[config.mk]
export PLATFORM = sky130hd
export DESIGN_NAME = gpmw_bank
export DESIGN_NICKNAME = d
export VERILOG_FILES = /design/src/rtl/gpmw_pkg.sv /design/src/rtl/gpmw_decode.sv /design/src/rtl/gpmw_regs.sv /design/src/rtl/gpmw_rdmux.sv /design/src/rtl/gpmw_bank.sv
export SDC_FILE = /design/constraint.sdc
export NUM_CORES = 1
export LEC_CHECK = 0
export ABC_CLOCK_PERIOD_IN_PS = 1700
export BUFFER_PORTS_ARGS = -buffer_cell sky130_fd_sc_hd__buf_2
export CAP_MARGIN = 20
export CORE_UTILIZATION = 45
export DETAILED_ROUTE_END_ITERATION = 8
export PLACE_DENSITY = 0.7
export SLEW_MARGIN = 20
export SYNTH_ARGS = -nofsm -noshare
export SYNTH_HDL_FRONTEND = slang
export SYNTH_SLANG_ARGS = --single-unit
[constraint.sdc]
create_clock -name clk -period 1.7 [get_ports clk]
set_input_delay 0.34 -clock clk [delete_from_list [all_inputs] [get_ports clk]]
set_output_delay 0.34 -clock clk [all_outputs]
set_load 0.05 [all_outputs]
[src/rtl/gpmw_pkg.sv]
package gpmw_pkg;

   typedef enum logic [2:0] {
      SEL_NONE = 3'd0,
      SEL_LO   = 3'd1,
      SEL_HI   = 3'd2,
      SEL_DATA = 3'd3,
      SEL_PIN  = 3'd4,
      SEL_DIR  = 3'd5,
      SEL_OE   = 3'd6
   } reg_sel_e;

   // byte offsets of each register for a given bank index
   function automatic int unsigned off_lo(int unsigned b);
      return 8 * b;
   endfunction
   function automatic int unsigned off_hi(int unsigned b);
      return 8 * b + 4;
   endfunction
   function automatic int unsigned off_data(int unsigned b);
      return 32'h40 + 4 * b;
   endfunction
   function automatic int unsigned off_pin(int unsigned b);
      return 32'h60 + 4 * b;
   endfunction
   function automatic int unsigned off_dir(int unsigned b);
      return 32'h204 + 32'h40 * b;
   endfunction
   function automatic int unsigned off_oe(int unsigned b);
      return 32'h208 + 32'h40 * b;
   endfunction

endpackage

[src/rtl/gpmw_decode.sv]
module gpmw_decode
   import gpmw_pkg::*;
#(
   parameter int unsigned ADDR_W   = 12,
   parameter int unsigned BANK_IDX = 0
) (
   input  logic [ADDR_W-1:0] addr,
   output reg_sel_e          sel
);
   localparam logic [ADDR_W-1:0] A_LO   = ADDR_W'(off_lo(BANK_IDX));
   localparam logic [ADDR_W-1:0] A_HI   = ADDR_W'(off_hi(BANK_IDX));
   localparam logic [ADDR_W-1:0] A_DATA = ADDR_W'(off_data(BANK_IDX));
   localparam logic [ADDR_W-1:0] A_PIN  = ADDR_W'(off_pin(BANK_IDX));
   localparam logic [ADDR_W-1:0] A_DIR  = ADDR_W'(off_dir(BANK_IDX));
   localparam logic [ADDR_W-1:0] A_OE   = ADDR_W'(off_oe(BANK_IDX));

   always_comb begin
      unique case (addr)
         A_LO:    sel = SEL_LO;
         A_HI:    sel = SEL_HI;
         A_DATA:  sel = SEL_DATA;
         A_PIN:   sel = SEL_PIN;
         A_DIR:   sel = SEL_DIR;
         A_OE:    sel = SEL_OE;
         default: sel = SEL_NONE;
      endcase
   end
endmodule

[src/rtl/gpmw_regs.sv]
module gpmw_regs
   import gpmw_pkg::*;
#(
   parameter int unsigned HALF_W = 16,
   localparam int unsigned PINS  = 2 * HALF_W
) (
   input  logic            clk,
   input  logic            rst_n,
   input  logic            wr,
   input  reg_sel_e        sel,
   input  logic [PINS-1:0] wdata,
   output logic [PINS-1:0] data_q,
   output logic [PINS-1:0] dir_q,
   output logic [PINS-1:0] oe_q
);
   localparam int unsigned NHALF = 2;

   logic [PINS-1:0]  merged;
   logic [NHALF-1:0] half_hit;
   logic [PINS-1:0]  data_d;

   // per-half protected merge: mask bit 1 keeps, 0 loads
   for (genvar h = 0; h < NHALF; h++) begin : g_half
      localparam reg_sel_e HSEL = (h == 0) ? SEL_LO : SEL_HI;
      assign merged[h*HALF_W +: HALF_W] =
         (data_q[h*HALF_W +: HALF_W] & wdata[PINS-1:HALF_W]) |
         (wdata[HALF_W-1:0] & ~wdata[PINS-1:HALF_W]);
      assign half_hit[h] = wr && (sel == HSEL);
   end

   always_comb begin
      data_d = data_q;
      if (wr && sel == SEL_DATA) data_d = wdata;
      for (int h = 0; h < NHALF; h++) begin
         if (half_hit[h]) data_d[h*HALF_W +: HALF_W] = merged[h*HALF_W +: HALF_W];
      end
   end

   always_ff @(posedge clk or negedge rst_n) begin
      if (!rst_n) begin
         data_q <= '0;
         dir_q  <= '0;
         oe_q   <= '0;
      end else begin
         data_q <= data_d;
         if (wr && sel == SEL_DIR) dir_q <= wdata;
         if (wr && sel == SEL_OE)  oe_q  <= wdata;
      end
   end
endmodule

[src/rtl/gpmw_rdmux.sv]
module gpmw_rdmux
   import gpmw_pkg::*;
#(
   parameter int unsigned HALF_W = 16,
   localparam int unsigned PINS  = 2 * HALF_W
) (
   input  logic            clk,
   input  logic            rst_n,
   input  logic            rd,
   input  reg_sel_e        sel,
   input  logic [PINS-1:0] data_q,
   input  logic [PINS-1:0] dir_q,
   input  logic [PINS-1:0] oe_q,
   input  logic [PINS-1:0] pin_lvl,
   output logic [PINS-1:0] rdata
);
   logic [PINS-1:0] rsel;

   always_comb begin
      unique case (sel)
         SEL_LO:   rsel = {{HALF_W{1'b0}}, data_q[HALF_W-1:0]};
         SEL_HI:   rsel = {{HALF_W{1'b0}}, data_q[PINS-1:HALF_W]};
         SEL_DATA: rsel = data_q;
         SEL_PIN:  rsel = pin_lvl;
         SEL_DIR:  rsel = dir_q;
         SEL_OE:   rsel = oe_q;
         default:  rsel = '0;
      endcase
   end

   always_ff @(posedge clk or negedge rst_n) begin
      if (!rst_n)  rdata <= '0;
      else if (rd) rdata <= rsel;
   end
endmodule

[src/rtl/gpmw_bank.sv]
module gpmw_bank
   import gpmw_pkg::*;
#(
   parameter int unsigned ADDR_W   = 12,
   parameter int unsigned HALF_W   = 16,
   parameter int unsigned BANK_IDX = 0,
   localparam int unsigned PINS    = 2 * HALF_W
) (
   input  logic              clk,
   input  logic              rst_n,
   input  logic [ADDR_W-1:0] bus_addr,
   input  logic [PINS-1:0]   bus_wdata,
   input  logic              bus_wr,
   input  logic              bus_rd,
   output logic [PINS-1:0]   bus_rdata,
   input  logic [PINS-1:0]   pin_in,
   output logic [PINS-1:0]   pin_out,
   output logic [PINS-1:0]   pin_oe
);
   localparam int unsigned TOP_OFF = off_oe(BANK_IDX);

   if (HALF_W != 16) begin : g_bad_half
      $error("gpmw_bank: the mask/data word layout needs HALF_W == 16");
   end
   if (BANK_IDX > 7) begin : g_bad_bank
      $error("gpmw_bank: BANK_IDX above 7 collides masked and full-data addresses");
   end
   if (TOP_OFF >= (1 << ADDR_W)) begin : g_bad_addr
      $error("gpmw_bank: ADDR_W too narrow for this bank's offsets");
   end

   reg_sel_e        sel;
   logic [PINS-1:0] data_q, dir_q, oe_q;

   gpmw_decode #(.ADDR_W(ADDR_W), .BANK_IDX(BANK_IDX)) u_dec (
      .addr (bus_addr),
      .sel  (sel)
   );

   gpmw_regs #(.HALF_W(HALF_W)) u_regs (
      .clk    (clk),
      .rst_n  (rst_n),
      .wr     (bus_wr),
      .sel    (sel),
      .wdata  (bus_wdata),
      .data_q (data_q),
      .dir_q  (dir_q),
      .oe_q   (oe_q)
   );

   gpmw_rdmux #(.HALF_W(HALF_W)) u_rd (
      .clk     (clk),
      .rst_n   (rst_n),
      .rd      (bus_rd),
      .sel     (sel),
      .data_q  (data_q),
      .dir_q   (dir_q),
      .oe_q    (oe_q),
      .pin_lvl (pin_in),
      .rdata   (bus_rdata)
   );

   assign pin_out = data_q;
   assign pin_oe  = dir_q & oe_q;
endmodule

**After elaboration in Yosys (flattened, before gate mapping)**

Cells that the tools add are included.

- Input bits: 80
- Flip-flop bits (word level): 128
- Output and inout bits: 96

- Bitwise operators: 7
- Mux-type cells: 5
- Reductions and logical operators: 8
- Eq/ne operators: 11

Operator list:

| kind | count |
|---|---|
| one-hot mux 32 bit (6 select lines) | 1 |
| AND 16 bit | 3 |
| AND 32 bit | 1 |
| 2-to-1 mux 16 bit | 2 |
| 2-to-1 mux 32 bit | 1 |
| bitwise OR 16 bit | 2 |
| == test 12 x 10 -> 1 bit (second input constant) | 2 |
| == test 12 x 7 -> 1 bit (second input constant) | 2 |
| one-hot mux 3 bit (6 select lines) | 1 |
| NOT 16 bit | 1 |
| == test 12 x 3 -> 1 bit (second input constant) | 1 |
| logical NOT 12 bit | 1 |
| == test 3 bit (second input constant) | 3 |
| == test 3 x 2 -> 1 bit (second input constant) | 2 |
| logical AND 1 bit | 5 |
| nonzero test 2 bit | 2 |
| == test 3 x 1 -> 1 bit (second input constant) | 1 |

**Depth between registers and ports, before layout**

- Depth after elaboration: 6
- Mapped depth: 7
- Gate-level depth less buffers: 4

**By module**

From an unflattened synthesis, not the netlist that was laid out.

- Cell total of the unflattened synthesis: 597
- Area total of the unflattened synthesis: 6752.7 µm²

By module, submodules not included:

| module | instances | cells each | area each (µm²) |
|---|---|---|---|
| gpmw_regs | 1 | 293 | 4076.4 |
| gpmw_rdmux | 1 | 254 | 2352.3 |
| gpmw_bank | 1 | 32 | 200.2 |
| gpmw_decode | 1 | 18 | 123.9 |

**Least setup slack after synthesis**

OpenSTA, ideal clock, no wires.

- Path kind: input-to-reg
- Start point: input bus_addr[1]
- End point: register (tool-made name)
- Buffers on the path: 3
- Cell stages on the path: 7
- Slack: -0.468 ns
- Data arrival time: 2.043 ns
- Library setup time: 0.125 ns
- Cells stage by stage: or4_1 buf_4 buf_6 nor2_1 buf_6 o211ai_2 mux2_4

RTL lines:

| item | line | RTL |
|---|---|---|
| from (decl) | gpmw_bank.sv:11 | `input logic [ADDR_W-1:0] bus_addr,` |

**Worst setup path after layout**

- Start point: input bus_addr[1]
- End point: register u_rd.rdata[14]

- Longest elaborated chain between the ends: 4
- Elaborated cells between the ends (all ways): 14
- Those cells by class: eq/ne (11); mux (2); reduce/logical (1)

RTL lines:

| item | line | RTL |
|---|---|---|
| == test 12 x 10 -> 1 bit (tied with other cells) | gpmw_decode.sv:18 | `unique case (addr)` |
| one-hot mux 3 bit (6 select lines) (*) | gpmw_decode.sv:18 |  |
| == test 3 bit (tied with other cells) | gpmw_rdmux.sv:20 | `unique case (sel)` |
| one-hot mux 32 bit (6 select lines) (*) | gpmw_rdmux.sv:20 |  |
| to (signal assigned) | gpmw_rdmux.sv:33 | `else if (rd) rdata <= rsel;` |
| to (decl) | gpmw_rdmux.sv:15 | `output logic [PINS-1:0] rdata` |

Mark *: on every way between the ends. The rest lies on a longest branch, timed or not.
A chain may end at the register's enable or synchronous reset.

==> run metrics <==
status=finished, final reports clean; Post-DRT Antenna Nets=0; Worst Reg-to-Reg Cells=3; I/O Buffers=175; Slew Limit Headroom=0.575; Post-DP HPWL=15,300 µm; Worst Tran Pin Value=0.636 ns; drt initial violations=696; kind of critical path=in -> reg; setup violators final=0; Critical Path Fanout Max=12; Final Slew Violations=0; Mapped Nets=662; most frequent CP cell=buf_6; first-pass GRT wire length=33,200 µm; P_leak=4.66 nW; ant diodes=0; clock slew at reported path FFs=0.06 ns; max-cap viol count=0; slowest CP cell=or4_4; Top Ports=176; Distinct cells, synth=45; crit-path cells=buf_6 -> or4_4 -> buf_12 -> nor4_4 -> buf_6 -> clkbuf_16 -> a22oi_1 -> a21oi_1; # rows=44; cell count after synthesis=582; worst setup slack after layout=0.00871 ns; cts bufs inserted=17; clk_skew=0.00624 ns; drt pass-1 iters=6; chip height=124 µm; CP max stage delay=0.58 ns; routed vias/inst=6.14; Power, Total=8.04 mW; Tmin final=1.69 ns; Critical Path End Type=flop; Worst path top cell family by delay=simple AND/OR/NAND/NOR gates; worst slack at placement=-0.477 ns; DP Area=0.00832 mm²; Synth Cell Area=0.00668 mm²; CTS root buffer=clkbuf_16; routed via count=6,100; ys async rst share=1.00; Total GRT Usage=0.295; core area=0.0145 mm²; cell area after layout=0.00916 mm²; setup_tns=0 ns; CTS max path bufs=2; routability cong.=0.864; cell area power density=878 mW/mm²; Die ar.=0.0153 mm²; Post-synth EDFFs=0; Starting Density=0.461; H-tree depth=4; Primary FF master, synth=dfrtp_1; Placed Cells=955; GRT overflow=0; leading cell type in the layout, fill and taps excluded=buf_2; Final Hold Viols=0; Total Nets Final=876; drt wl/cell=22.2 µm; number of global-route vias before repair=6,007; chip width=124 µm; f_max=591 MHz; Area Overhead vs Synth=37.2%; CP Data Required Time=2.05 ns; RSZ-0062 raised after global routing=yes; routed wire length=22,000 µm; #FFs+latches synth=128; CTS tree=done; Num Clock Sinks=128; ratio of cells with drive above 1 in the final layout=0.494; sequential share of the synthesized area=0.480; total stage count of the critical path=8; Yosys Warn Count=0; Peak VDD IR=0.665 mV; largest net degree at the start of global routing=75; Period Utilization, post-route=0.995; Skew-Pair Late Insertion Delay=0.43 ns; initial antenna violation count=0; most frequent cells in the layout=buf_2 (173), dfrtp_1 (128), mux2_2 (50); Buf/Inv on CP=4; Startpoint Class=primary input; DRC Markers=0; fin cells=993; syn_area_per_cell=11.5 µm²; Worst Hold Class=in -> reg; Hold Path Depth=2; arrival time of the worst setup path=2.04 ns
==> per-layer routing <==
metal | vias to the layer above | track usage | part of all wire
met4 | 0 | 0.133 | 0.024
li1 | 2635 | - | -
met3 | 46 | 0.0536 | 0.077
met2 | 335 | 0.457 | 0.47
met1 | 3084 | 0.404 | 0.43
met5 | - | 0 | 0
==> worst register-to-register path, delay by kind of cell (launching register included) <==
kind	cells	cell delay (ns)
AOI/OAI and AO/OA	3	0.73
DFF	1	0.51
==> per-stage QoR <==
step	hold WS, ns	util
2_1_floorplan	0.0444	-
6_report	0.184	0.633
3_3_place_gp	0.369	0.575
5_1_grt	0.180	0.633
3_5_place_dp	0.374	0.575
4_1_cts	0.180	0.622
==> cells by family after synthesis <==
group           synth area share
simple gates               0.146
compound gates             0.161
mux                        0.168
flops                      0.480
xor+xnor                 0.00262
buf+inv                   0.0433
==> area by class of cell <==
cell class	count	area, µm²
Clock inverter	13	209
Timing Repair Buffer	238	1590
Multi-Input combinational cell	393	3410
Inverter	18	67.6
Clock buffer	19	453
Fill cell	1123	5320
Sequential cell	128	3200
Tap cell	184	230
==> cells in the mapped netlist, types with 2 or more instances <==
| cell | number | area, µm² |
|---|---|---|
| or4b_2 | 2 | 20.0 |
| buf_6 | 3 | 33.8 |
| a22oi_1 | 30 | 225 |
| a311oi_1 | 16 | 140 |
| buf_2 | 15 | 75.1 |
| buf_4 | 5 | 37.5 |
| nor3_1 | 34 | 170 |
| nand3b_1 | 2 | 15.0 |
| a32o_1 | 3 | 30.0 |
| nor4_2 | 4 | 50.1 |
| mux2_4 | 10 | 150 |
| mux2_1 | 36 | 405 |
| and2_1 | 32 | 200 |
| a221oi_1 | 29 | 254 |
| o211ai_2 | 10 | 125 |
| nor4_4 | 4 | 85.1 |
| or2_2 | 3 | 18.8 |
| clkbuf_1 | 20 | 75.1 |
| o211ai_1 | 6 | 45.0 |
| a21oi_1 | 29 | 145 |
| or3b_2 | 2 | 17.5 |
| mux2_2 | 50 | 563 |
| nor2_1 | 49 | 184 |
| inv_1 | 17 | 63.8 |
| xor2_1 | 2 | 17.5 |
| and3_1 | 16 | 100 |
| a222oi_1 | 3 | 30.0 |
| or4bb_1 | 2 | 22.5 |
| dfrtp_1 | 128 | 3200 |
| nor4_1 | 3 | 18.8 |
| o2bb2ai_1 | 3 | 26.3 |
==> timing repair <==
item / CTS / global route
pin swaps: 1 / 8
gates resized for setup: 4 / 25
buffers inserted: 0 / 4
hold buffers: 1 / 0
endpoints found under the hold margin: 128 / 0
gates cloned: 0 / 1
endpoints found under the setup margin: 13 / 50
==> final timing paths <==
kind	from	to	slack [ns]
worst max register to register	flop	u_rd.rdata[25]	0.33
min in group asynchronous	rst_n	u_regs.oe_q[26]	0.45
worst min register to register	u_rd.rdata[20]	u_rd.rdata[20]	0.50
max in group asynchronous	rst_n	async pin	0.87
worst max-delay path	bus_addr[1]	u_rd.rdata[14]	0.009
worst min-delay path	bus_wdata[0]	u_regs.oe_q[0]	0.18
==> report_power, final <==
group / switching, mW / total, mW / internal (mW)
combinational: 0.547 / 0.815 / 0.268
clock: 1.40 / 4.08 / 2.68
sequential: 0.0353 / 3.14 / 3.10
Power figures use the tool's default switching activity.
